File: config.mk
export PLATFORM = sky130hd
export DESIGN_NAME = acc_cpu
export DESIGN_NICKNAME = d
export VERILOG_FILES = /design/src/rtl/acc_pkg.sv /design/src/rtl/acc_alu.sv /design/src/rtl/acc_ctrl.sv /design/src/rtl/acc_datapath.sv /design/src/rtl/acc_cpu.sv
export SDC_FILE = /design/constraint.sdc
export NUM_CORES = 1
export LEC_CHECK = 0
export BUFFER_PORTS_ARGS = -buffer_cell sky130_fd_sc_hd__buf_4
export CAP_MARGIN = 40
export CORE_MARGIN = 3
export CORE_UTILIZATION = 60
export CTS_CLUSTER_DIAMETER = 120
export DETAILED_ROUTE_END_ITERATION = 12
export PLACE_DENSITY = 0.82
export SYNTH_ARGS = -nofsm -noshare
export SYNTH_HDL_FRONTEND = slang
export SYNTH_SLANG_ARGS = --single-unit
File: constraint.sdc
create_clock -name clk -period 5.2 [get_ports clk]
set_input_delay 1.04 -clock clk [delete_from_list [all_inputs] [get_ports clk]]
set_output_delay 1.04 -clock clk [all_outputs]
set_load 0.01 [all_outputs]
File: src/rtl/acc_pkg.sv
package acc_pkg;
  localparam int OP_W = 4;
  localparam int NSRC = 5;
  localparam int SRC_PC  = 0;
  localparam int SRC_IR  = 1;
  localparam int SRC_AC  = 2;
  localparam int SRC_MBR = 3;
  localparam int SRC_ALU = 4;

  localparam logic [OP_W-1:0] OPC_LOAD  = 4'd0;
  localparam logic [OP_W-1:0] OPC_STORE = 4'd1;
  localparam logic [OP_W-1:0] OPC_ADD   = 4'd2;
  localparam logic [OP_W-1:0] OPC_SUB   = 4'd3;
  localparam logic [OP_W-1:0] OPC_JUMP  = 4'd4;
  localparam logic [OP_W-1:0] OPC_AND   = 4'd5;
  localparam logic [OP_W-1:0] OPC_OR    = 4'd6;
  localparam logic [OP_W-1:0] OPC_XOR   = 4'd7;
  localparam logic [OP_W-1:0] OPC_STOP  = 4'd15;

  typedef enum logic [2:0] {
    ALU_ADD   = 3'b000,
    ALU_SUB   = 3'b001,
    ALU_AND   = 3'b010,
    ALU_OR    = 3'b011,
    ALU_XOR   = 3'b100,
    ALU_NOTA  = 3'b101,
    ALU_PASSA = 3'b110,
    ALU_NOTB  = 3'b111
  } alu_op_e;

  typedef enum logic [3:0] {
    ST_INIT, ST_FADDR, ST_FWAIT, ST_FIR, ST_DEC,
    ST_OADDR, ST_OWAIT, ST_OMBR, ST_LDAC, ST_EXEC, ST_WRES,
    ST_STDATA, ST_STWR, ST_BRANCH, ST_INC, ST_HALT
  } cpu_state_e;

  typedef struct packed {
    logic [NSRC-1:0] src;
    logic            ld_pc;
    logic            pc_inc;
    logic            ld_ir;
    logic            ld_mar;
    logic            ld_mbr_bus;
    logic            ld_mbr_mem;
    logic            ld_b;
    logic            ld_ac;
    alu_op_e         op;
  } ctl_t;

  function automatic alu_op_e op_for(input logic [OP_W-1:0] opc);
    case (opc)
      OPC_SUB: op_for = ALU_SUB;
      OPC_AND: op_for = ALU_AND;
      OPC_OR:  op_for = ALU_OR;
      OPC_XOR: op_for = ALU_XOR;
      default: op_for = ALU_ADD;
    endcase
  endfunction
endpackage

File: src/rtl/acc_alu.sv
module acc_alu
  import acc_pkg::*;
#(
  parameter int DW = 16
) (
  input  logic [DW-1:0] a,
  input  logic [DW-1:0] b,
  input  alu_op_e       op,
  output logic [DW-1:0] y
);
  always_comb begin
    case (op)
      ALU_ADD:   y = a + b;
      ALU_SUB:   y = a - b;
      ALU_AND:   y = a & b;
      ALU_OR:    y = a | b;
      ALU_XOR:   y = a ^ b;
      ALU_NOTA:  y = ~a;
      ALU_PASSA: y = a;
      default:   y = ~b;
    endcase
  end
endmodule

File: src/rtl/acc_ctrl.sv
module acc_ctrl
  import acc_pkg::*;
(
  input  logic            clk,
  input  logic            rst,
  input  logic [OP_W-1:0] opcode,
  output ctl_t            ctl,
  output logic            mem_we,
  output logic            halted
);
  cpu_state_e state, nxt;
  logic is_store, is_load, is_known_mem;

  assign is_store     = (opcode == OPC_STORE);
  assign is_load      = (opcode == OPC_LOAD);
  assign is_known_mem = is_load || is_store || (opcode == OPC_ADD) || (opcode == OPC_SUB) ||
                        (opcode == OPC_AND) || (opcode == OPC_OR) || (opcode == OPC_XOR);

  always_comb begin
    nxt    = state;
    ctl    = '0;
    ctl.op = op_for(opcode);
    case (state)
      ST_INIT:   nxt = ST_FADDR;
      ST_FADDR: begin
        ctl.src[SRC_PC] = 1'b1;
        ctl.ld_mar      = 1'b1;
        nxt             = ST_FWAIT;
      end
      ST_FWAIT:  nxt = ST_FIR;
      ST_FIR: begin
        ctl.ld_ir = 1'b1;
        nxt       = ST_DEC;
      end
      ST_DEC: begin
        if (is_known_mem)             nxt = ST_OADDR;
        else if (opcode == OPC_JUMP)  nxt = ST_BRANCH;
        else if (opcode == OPC_STOP)  nxt = ST_HALT;
        else                          nxt = ST_INC;
      end
      ST_OADDR: begin
        ctl.src[SRC_IR] = 1'b1;
        ctl.ld_mar      = 1'b1;
        nxt             = is_store ? ST_STDATA : ST_OWAIT;
      end
      ST_OWAIT:  nxt = ST_OMBR;
      ST_OMBR: begin
        ctl.ld_mbr_mem = 1'b1;
        nxt            = is_load ? ST_LDAC : ST_EXEC;
      end
      ST_LDAC: begin
        ctl.src[SRC_MBR] = 1'b1;
        ctl.ld_ac        = 1'b1;
        nxt              = ST_INC;
      end
      ST_EXEC: begin
        ctl.src[SRC_MBR] = 1'b1;
        ctl.ld_b         = 1'b1;
        nxt              = ST_WRES;
      end
      ST_WRES: begin
        ctl.src[SRC_ALU] = 1'b1;
        ctl.ld_ac        = 1'b1;
        nxt              = ST_INC;
      end
      ST_STDATA: begin
        ctl.src[SRC_AC] = 1'b1;
        ctl.ld_mbr_bus  = 1'b1;
        nxt             = ST_STWR;
      end
      ST_STWR:   nxt = ST_INC;
      ST_BRANCH: begin
        ctl.src[SRC_IR] = 1'b1;
        ctl.ld_pc       = 1'b1;
        nxt             = ST_FADDR;
      end
      ST_INC: begin
        ctl.pc_inc = 1'b1;
        nxt        = ST_FADDR;
      end
      default:   nxt = ST_HALT;
    endcase
  end

  always_ff @(posedge clk) begin
    if (rst) begin
      state  <= ST_INIT;
      mem_we <= 1'b0;
      halted <= 1'b0;
    end else begin
      state  <= nxt;
      mem_we <= (nxt == ST_STWR);
      halted <= (nxt == ST_HALT);
    end
  end

  // instruction capture only follows the read-wait state
  a_r2_fetch_wait: assert property (@(posedge clk) disable iff (rst)
    (state == ST_FIR) |-> ($past(state) == ST_FWAIT));
  // write strobe lasts one cycle
  a_r5_we_single: assert property (@(posedge clk) disable iff (rst)
    mem_we |=> !mem_we);
  // halt is sticky until reset
  a_r10_halt_sticky: assert property (@(posedge clk) disable iff (rst)
    halted |=> halted);
  // no write while halted
  a_r10_no_write: assert property (@(posedge clk) disable iff (rst)
    halted |-> !mem_we);
endmodule

File: src/rtl/acc_datapath.sv
module acc_datapath
  import acc_pkg::*;
#(
  parameter int DW = 16,
  parameter int AW = 12
) (
  input  logic            clk,
  input  logic            rst,
  input  ctl_t            ctl,
  input  logic [DW-1:0]   mem_rdata,
  output logic [OP_W-1:0] opcode,
  output logic [AW-1:0]   mem_addr,
  output logic [DW-1:0]   mem_wdata
);
  logic [AW-1:0] pc, mar;
  logic [DW-1:0] ir, ac, mbr, breg, alu_y, bus;
  logic [DW-1:0] src_val [NSRC];

  assign src_val[SRC_PC]  = DW'(pc);
  assign src_val[SRC_IR]  = DW'(ir[AW-1:0]);
  assign src_val[SRC_AC]  = ac;
  assign src_val[SRC_MBR] = mbr;
  assign src_val[SRC_ALU] = alu_y;

  always_comb begin
    bus = '0;
    for (int i = 0; i < NSRC; i++) bus = bus | (src_val[i] & {DW{ctl.src[i]}});
  end

  acc_alu #(.DW(DW)) alu_i (.a(ac), .b(breg), .op(ctl.op), .y(alu_y));

  always_ff @(posedge clk) begin
    if (rst) begin
      pc   <= '0;
      mar  <= '0;
      ir   <= '0;
      ac   <= '0;
      mbr  <= '0;
      breg <= '0;
    end else begin
      if (ctl.ld_pc)           pc   <= bus[AW-1:0];
      else if (ctl.pc_inc)     pc   <= pc + 1'b1;
      if (ctl.ld_mar)          mar  <= bus[AW-1:0];
      if (ctl.ld_ir)           ir   <= mem_rdata;
      if (ctl.ld_mbr_mem)      mbr  <= mem_rdata;
      else if (ctl.ld_mbr_bus) mbr  <= bus;
      if (ctl.ld_b)            breg <= bus;
      if (ctl.ld_ac)           ac   <= bus;
    end
  end

  assign opcode    = ir[DW-1 -: OP_W];
  assign mem_addr  = mar;
  assign mem_wdata = mbr;

  // one bus driver per cycle
  a_r3_one_driver: assert property (@(posedge clk) disable iff (rst)
    $onehot0(ctl.src));
endmodule

File: src/rtl/acc_cpu.sv
module acc_cpu
  import acc_pkg::*;
#(
  parameter int DW = 16,
  parameter int AW = 12
) (
  input  logic          clk,
  input  logic          rst,
  output logic [AW-1:0] mem_addr,
  input  logic [DW-1:0] mem_rdata,
  output logic [DW-1:0] mem_wdata,
  output logic          mem_we,
  output logic          halted
);
  ctl_t            ctl;
  logic [OP_W-1:0] opcode;

  acc_ctrl ctrl_i (
    .clk(clk), .rst(rst), .opcode(opcode), .ctl(ctl),
    .mem_we(mem_we), .halted(halted)
  );

  acc_datapath #(.DW(DW), .AW(AW)) dp_i (
    .clk(clk), .rst(rst), .ctl(ctl), .mem_rdata(mem_rdata),
    .opcode(opcode), .mem_addr(mem_addr), .mem_wdata(mem_wdata)
  );
endmodule

======== After elaboration in Yosys (flattened, before gate mapping) ========
Index checks and enable logic that the tools add are counted.
cells by class
  reduce and logical (&&, ||, !) cells .... 17
  order comparisons ....................... 0
  add/sub/neg operators ................... 3
  div/mod/pow operators ................... 0
  multiplexer cells ....................... 24
  equality and inequality tests ........... 30
  shift operators ......................... 0
  multiply operators ...................... 0
  bitwise logic cells ..................... 14
operators with widths
  cell                                                                   count
  16-bit one-hot mux with 7 select lines                                 1
  16-bit bitwise OR                                                      5
  16-bit bitwise AND                                                     4
  4-bit one-hot mux with 11 select lines                                 1
  4-bit equality test, second input constant                             10
  12-bit by 16-bit bitwise AND with 16-bit output                        2
  4-bit by 3-bit equality test with 1-bit output, second input constant  8
  16-bit 2-to-1 mux                                                      2
  16-bit NOT                                                             2
  12-bit 2-to-1 mux                                                      2
  16-bit adder                                                           1
  4-bit by 2-bit equality test with 1-bit output, second input constant  4
  16-bit subtractor                                                      1
  16-bit XOR                                                             1
  1-bit 2-to-1 mux                                                       14
  12-bit by 1-bit adder with 12-bit output, second input constant        1
  3-bit one-hot mux with 4 select lines                                  1
  3-bit equality test, second input constant                             3
  4-bit by 1-bit equality test with 1-bit output, second input constant  2
  4-bit zero test                                                        2
  4-bit 2-to-1 mux                                                       2
  2-bit OR reduction                                                     4
  3-bit by 2-bit equality test with 1-bit output, second input constant  2
  1-bit logical OR                                                       6
  other kinds (5)                                                        7
storage, ports and cells
  output and inout port bits .............. 30
  register bits ........................... 94
  memory bits (read-only) ................. 0
  bits of input ports ..................... 18
  logic and storage cells ................. 97
  bits in writable memories ............... 0
  bits in latches ......................... 0
  memories ................................ 0

======== Logic depth before layout (Yosys ltp) ========
Gate-level depths: netlist of run 1.
  depth after elaboration ................. 10
  mapped depth ............................ 14
  mapped depth without buffers ............ 13

======== Hierarchy ========
Synthesis of run 1 repeated with hierarchy kept, for this count alone.
second synthesis, totals
  cell total of the unflattened synthesis .. 844
  area, all modules ....................... 6757.7 um2
modules (own cells, without submodules)
  module        cells each  area an instance (um2)  instances
  acc_datapath  411         3768.6                  1
  acc_alu       362         2451.1                  1
  acc_ctrl      71          538.0                   1

======== Worst setup path before layout of run 1 ========
Ideal clock, no wire load.
  kind .................................... register to register
  start ................................... reg dp_i.breg[2]
  end ..................................... reg dp_i.ac[13]
  path slack .............................. 2.036 ns
  arrival time ............................ 3.084 ns
  stages on the path, launching flop included .. 13
  cell sequence ........................... dfxtp_1 > nor4_1 > nand3_1 > nor3_1 > a21oi_1 > xnor2_1 > ha_1 > and3_1 > and3_4 > o311a_1 > o31a_1 > o311a_1 > a211oi_2
between the ends
  longest elaborated chain between the ends .. 4
  elaborated cells on any way between the ends .. 5
ends and longest elaborated chain
  what                                               line                          RTL
  from (decl)                                        acc_datapath.sv:16            logic [DW-1:0] ir, ac, mbr, breg, alu_y, bus;
  from (signal assigned)                             acc_datapath.sv:47            if (ctl.ld_b) breg <= bus;
  16-bit subtractor or 16-bit adder (tied branches)  acc_alu.sv:14, acc_alu.sv:13
  16-bit one-hot mux with 7 select lines (*)         acc_alu.sv:12                 case (op)
  16-bit bitwise AND (*)                             acc_datapath.sv:27            for (int i = 0; i < NSRC; i++) bus = bus | (src_val[i] & {DW{ctl.src[i]}});
  16-bit bitwise OR (*)                              acc_datapath.sv:27
  to (signal assigned)                               acc_datapath.sv:48            if (ctl.ld_ac) ac <= bus;
  to (decl)                                          acc_datapath.sv:16
Mark *: on every way between the ends. The rest lies on a longest branch, timed or not.
A chain may end at the register's enable or synchronous reset.

======== Final worst setup path of run 1 ========
  start ................................... reg dp_i.ir[13]
  end ..................................... reg dp_i.ac[5]
between the ends
  longest elaborated chain between the ends .. 6
  elaborated cells on any way between the ends .. 15
ends and longest elaborated chain
  what                                                                                                              line                RTL
  from (decl)                                                                                                       acc_datapath.sv:16
  from (signal assigned)                                                                                            acc_datapath.sv:44  if (ctl.ld_ir) ir <= mem_rdata;
  4-bit by 3-bit equality test with 1-bit output or 4-bit by 2-bit equality test with 1-bit output (tied branches)  acc_pkg.sv:51       case (opc)
  3-bit one-hot mux with 4 select lines (*)                                                                         acc_pkg.sv:51
  3-bit equality test (tied with other cells)                                                                       acc_alu.sv:12
  16-bit one-hot mux with 7 select lines (*)                                                                        acc_alu.sv:12
  16-bit bitwise AND (*)                                                                                            acc_datapath.sv:27
  16-bit bitwise OR (*)                                                                                             acc_datapath.sv:27
Marked as above.

==> results of run 1 <==
[registers in the layout, summed over array words and instances (netlist names)]
name / cells
dp_i.breg: 16
ctrl_i.state: 4
ctrl_i.mem_we: 1
dp_i.ir: 16
ctrl_i.halted: 1
dp_i.mem_wdata: 16
dp_i.ac: 16
dp_i.pc: 12
dp_i.mem_addr: 12
[worst paths after layout]
kind | from | end | depth (start not counted)
min | dp_i.ir[3] | dp_i.ir[3] | 2
max | dp_i.ir[13] | dp_i.ac[5] | 10
max reg2reg | dp_i.ir[13] | dp_i.ac[5] | 10
min reg2reg | dp_i.ir[3] | dp_i.ir[3] | 2
[worst max-delay path: stages, from the launching register on]
cell      delay, ns
dfxtp_1        0.33
buf_4          0.36
nand3_1        0.39
mux2i_1        0.36
ha_1           0.28
nor2b_1        0.17
o31ai_1        0.56
a21oi_1        0.21
a211oi_1       0.50
nor2_1         0.21
a211oi_1       0.25
[layout by cell type (no fill, tap or decap), types with 4 or more instances in the layout]
cell type  count
nand2_1       96
dfxtp_1       94
nor2_1        90
a21oi_1       75
buf_4         62
ha_1          49
a211oi_1      45
inv_1         39
o21ai_0       34
a22oi_1       25
xnor2_1       17
nand3_1       16
a31oi_1       11
a21o_1        11
mux2_2        11
clkbuf_8      10
nor3_1         9
and3_1         9
nor2b_1        9
nand2b_1       8
o221ai_1       7
o31a_1         7
or3_1          7
nor4_1         6
mux2i_1        6
a22o_1         6
o31ai_1        5
xor2_1         5
o22ai_1        5
o21ai_1        4
a211o_1        4
o21a_1         4
a222oi_1       4
nand3b_1       4
[area by class of cell]
| class | instances | area (um^2) | share of cell area |
|---|---|---|---|
| Clock inverter | 5 | 41.3 | 0.00591 |
| Timing Repair Buffer | 64 | 504 | 0.0721 |
| Clock buffer | 11 | 141 | 0.0202 |
| Inverter | 39 | 146 | 0.0209 |
| Sequential cell | 94 | 1880 | 0.269 |
| Multi-Input combinational cell | 637 | 4110 | 0.588 |
| Tap cell | 133 | 166 | 0.0238 |
[power by group]
group	switching (W)	internal, W
logic	0.000285	0.000203
registers	0.0000394	0.000749
clock network	0.000282	0.000192
[through the flow]
step / util / instance area [um^2] / setup WS, ns / power [W]
2_1_floorplan: - / 6350 / 2.04 / 0.00115
6_report: 0.696 / 6990 / 1.48 / 0.00175
4_1_cts: 0.696 / 6990 / 1.62 / 0.00175
3_5_place_dp: 0.678 / 6810 / 1.65 / 0.00128
3_3_place_gp: 0.672 / 6750 / 1.62 / 0.00127
5_1_grt: 0.696 / 6990 / 1.15 / 0.00184
[layer usage]
metal,global-route usage,share of wire
met2,0.527,0.46
met4,0.115,0.031
met1,0.445,0.41
met5,0,0
met3,0.0740,0.098
[cells by family after synthesis]
group | after synthesis | synth area share
XOR/XNOR | 22 | 0.0303
multiplexers | 17 | 0.0289
AND/OR/NAND/NOR | 273 | 0.197
buffers and inverters | 93 | 0.0577
AO/OA/AOI/OAI | 275 | 0.290
adder cells (fa/ha/maj) | 50 | 0.0996
flip-flops | 94 | 0.296
==> summary.txt, run 1 <==
Floorplan
  – I/O Pins: 48
  – Die Span Y: approximately 110 um
  – Die Width: approximately 110 um
  – Number of core rows: 36
  – Die footprint: 11,900 um^2
  – Core Box Area: 10,000 um^2
  – Initial Utilization: 0.633

Place
  – Dpl cells: 967
  – Detailed placement HPWL: 14.2 mm
  – Final GP Congestion: 1.00
  – Buffers on Ports: 47

Logic synthesis
  – Async SR Flop Fraction: 0
  – Post-synth top area share: 0.296
  – EDFF count, synth: 0
  – Mean Syn Cell Area: 7.71 um^2
  – Ys flop type: dfxtp_1
  – Yosys top cell by area: dfxtp_1
  – Sequential fraction of the synthesis area: 0.296
  – Synth top cells by count: nand2_1, dfxtp_1, nor2_1, a21oi_1, ha_1
  – Cell count after synthesis: 824
  – Distinct cell type count after synthesis: 63
  – #FFs+latches synth: 94
  – Most common cell in the netlist: nand2_1
  – Yosys warns: 0
  – Syn Nets: between 800 and 900
  – Ranking of synthesized cells by area: dfxtp_1, ha_1, a21oi_1, nand2_1, nor2_1
  – Area of the mapped netlist: 6350 um^2

Final layout
  – Fin cells: 983
  – Synth-to-layout area growth: 10.0%
  – FILL cells: ~820
  – Diode count: 0
  – Proportion of layout cells with a drive suffix above 1: 0.113
  – Nets: 913

STA
  – Hold Slack: 0.464 ns
  – Slew HR: 0.350
  – Final setup fails: 0
  – Final period utilization: 0.716
  – Slew Limit Fails: 0
  – Unrepaired setup endpoints after global routing: no
  – Maximum clock frequency: 269 MHz
  – Clk_skew: roughly 0.0081 ns
  – Worst-Margin Slew: approximately 1 ns
  – Minimum clock period: 3.72 ns
  – Setup TNS: 0 ns
  – Hold Fails Final Rpt: 0

Clock tree
  – Clock Pin Slew Worst Setup and Hold Paths: about 0.10 ns
  – Clk buf depth: 2
  – Post-CTS Setup Inserts: 0
  – Root Driver: clkbuf_8
  – Cts bufs inserted: 9
  – Cts hold-fix bufs: 0
  – TritonCTS clock tree: built
  – CTS sink count: 94
  – Worst-Skew Late Latency: 0.38 ns
  – Post-CTS Resized: 0
  – CTS H-tree depth: 3

Detailed routing
  – Drt wl/cell: 19.3 um
  – DR DRC count: 0
  – Antenna-violating nets left: 0
  – Routed vias: 6,392
  – DRT iter0 DRCs: approximately 490
  – DRT Wirelength: 18.9 mm
  – Vias per inst: 6.50
  – Drt pass-1 iters: 5

Global route
  – Largest net degree at the start of global routing: 63
  – Initial antenna violation count: 0
  – Vias in the first global route: 5,977
  – Grt ovf: 0
  – Total GRT Usage: 0.332
  – First-pass GRT wire length: 30.6 mm

Power and ir drop
  – Leakage power: 2.58 nW
  – Worst vdd ir: between 0.0002 and 0.00025 V
  – P per Cell Area: 250 nW/um^2

Status
  – Outcome: finished, final reports clean

Setup path
  – R2r setup slk: 1.48 ns
  – CP Max Fanout: 33
  – WP data required: 5.50 ns
  – Worst path arrival time: 4.02 ns
  – Crit Path Class: flip-flop to flip-flop
  – CP endpoint kind: flip-flop
  – Startpoint class of the critical path: flip-flop

Worst hold path
  – Hold crit path type: flip-flop to flip-flop

Job
  – Maxcap violations: 0
Note: power is estimated with default switching activity, not from simulation.
==> run 2, diff against run 1 <==
Clock period 5.2 ns to 3.7 ns, I/O delays scaled along.
==> summary.txt, run 2 (synthesized netlist as in run 1, its figures left out) <==
Status
  – Outcome: finished, final reports clean

Final layout
  – Leading cell type in the layout, fill and taps excluded: nand2_1
  – Synth-to-layout area growth: 10.4%
  – Nets: 917
  – Diode count: 0
  – Most frequent cells in the layout: nand2_1, dfxtp_1, nor2_1
  – Proportion of layout cells with a drive suffix above 1: 0.118

Setup path
  – CP Max Fanout: 5
  – WP data required: 3.94 ns
  – Worst path slowest cell: nor4_1
  – CP bufs+invs: 1
  – Startpoint class of the critical path: flip-flop
  – Crit-path most repeated cell: or3_1
  – CP endpoint kind: flip-flop
  – Max incr delay on CP: 0.37 ns
  – CP Cell Sequence: nor4_1, buf_4, nand3_1, nor3_1, a21oi_1, xnor2_1, ha_1, and3_1, and3_4, or3_1, or3_1, a31oi_1, a211oi_1
  – Crit Path Class: flip-flop to flip-flop
  – Worst path arrival time: ~3.7 ns
  – CP top delay family: simple AND/OR/NAND/NOR gates

STA
  – Setup TNS: 0 ns
  – Worst-Margin Slew: 0.850 ns
  – Maximum clock frequency: 291 MHz
  – Unrepaired setup endpoints after global routing: no
  – Final setup fails: 0
  – Slew HR: 0.430
  – Minimum clock period: about 3.4 ns
  – Slew Limit Fails: 0
  – Clk_skew: 0.0148 ns
  – Hold Fails Final Rpt: 0
  – Final period utilization: 0.929

Detailed routing
  – Routed vias: 6,521
  – Drt wl/cell: between 15 and 20 um
  – DR DRC count: 0
  – DRT Wirelength: a little under 20 mm
  – DRT iter0 DRCs: 606
  – Vias per inst: between 6 and 7
  – Antenna-violating nets left: 0
  – Drt pass-1 iters: 5

Floorplan
  – Core Box Area: 10,000 um^2
  – Number of core rows: 36
  – Die Span Y: roughly 110 um
  – Die footprint: approximately 12,000 um^2
  – Die Width: 109 um
  – Initial Utilization: 0.633
  – I/O Pins: 48

Place
  – Final GP Congestion: 0.947
  – Buffers on Ports: 47
  – Detailed placement HPWL: 14.3 mm

Power and ir drop
  – P per Cell Area: 361 nW/um^2
  – Total power: ~0.0025 W
  – Leakage power: approximately 2.6 nW
  – Worst vdd ir: 0.000327 V

Clock tree
  – Cts hold-fix bufs: 0
  – CTS sink count: 94
  – Worst-Skew Late Latency: roughly 0.39 ns
  – Clock Pin Slew Worst Setup and Hold Paths: about 0.090 ns
  – TritonCTS clock tree: built
  – CTS H-tree depth: 3
  – Cts bufs inserted: 9
  – Clk buf depth: 2
  – Root Driver: clkbuf_8

Global route
  – Grt ovf: 0
  – Initial antenna violation count: 0
  – Largest net degree at the start of global routing: 75
  – First-pass GRT wire length: 31.0 mm
  – Total GRT Usage: 0.333
  – Vias in the first global route: 6,093

Job
  – Maxcap violations: 0

Worst hold path
  – Hold crit path type: flip-flop to flip-flop
==> run 2: path summary, 6_finish.rpt <==
check,from,endpoint,slack (ns),depth (start not counted)
min reg2reg,dp_i.ir[0],dp_i.ir[0],0.46,2
max reg2reg,dp_i.breg[2],dp_i.breg[11],0.26,13
max,dp_i.breg[2],dp_i.breg[11],0.26,13
min,dp_i.ir[0],dp_i.ir[0],0.46,2
==> run 2: metrics by stage <==
step	area (um^2)	setup WS, ns	cells	hold slack [ns]	utilization
finish	7010	0.263	986	0.459	0.698
global route	7010	0.00552	986	0.480	0.698
CTS	7000	0.271	986	0.461	0.697
detailed placement	6810	0.296	971	0.448	0.678
global placement	6810	0.309	971	0.441	0.678
floorplan	6350	0.536	824	0.432	-
==> run 2: metal layers <==
metal	global-route usage	wire, um	vias to the layer above
met2	0.521	8970	369
met5	0	0	-
li1	-	-	3047
met4	0.138	486	0
met3	0.0710	1900	40
met1	0.446	8000	3065
==> run 2: timing repair <==
item / in CTS / in global routing
resized for setup: 0 / 2
endpoints found under the setup margin: 0 / 2
endpoints found under the hold margin: 0 / 0
buffers inserted: 0 / 0
==> run 2: worst reg2reg max path, delay by kind of cell, from the launching register on <==
| kind | cells | cell delay, ns |
|---|---|---|
| compound gates | 3 | 0.53 |
| fa+ha+maj | 1 | 0.35 |
| buf+inv | 1 | 0.20 |
| flops | 1 | 0.36 |
| simple gates | 7 | 1.71 |
| xor+xnor | 1 | 0.15 |
==> run 2: final cells by class <==
| cell class | count | area [um^2] |
|---|---|---|
| multi-input combinational | 637 | 4120 |
| timing repair buffer | 68 | 510 |
| clock buffer | 11 | 141 |
| fill | 812 | 3030 |
| tap | 133 | 166 |
| clock inverter | 4 | 47.5 |
| sequential | 94 | 1880 |
| inverter | 39 | 146 |
==> run 2: where the power goes <==
part           leakage, nW  internal, W  switching (W)  total, W
Sequential           0.761      0.00105      0.0000667   0.00112
Clock               0.0952     0.000325       0.000383  0.000708
Combinational         1.75     0.000293       0.000412  0.000704
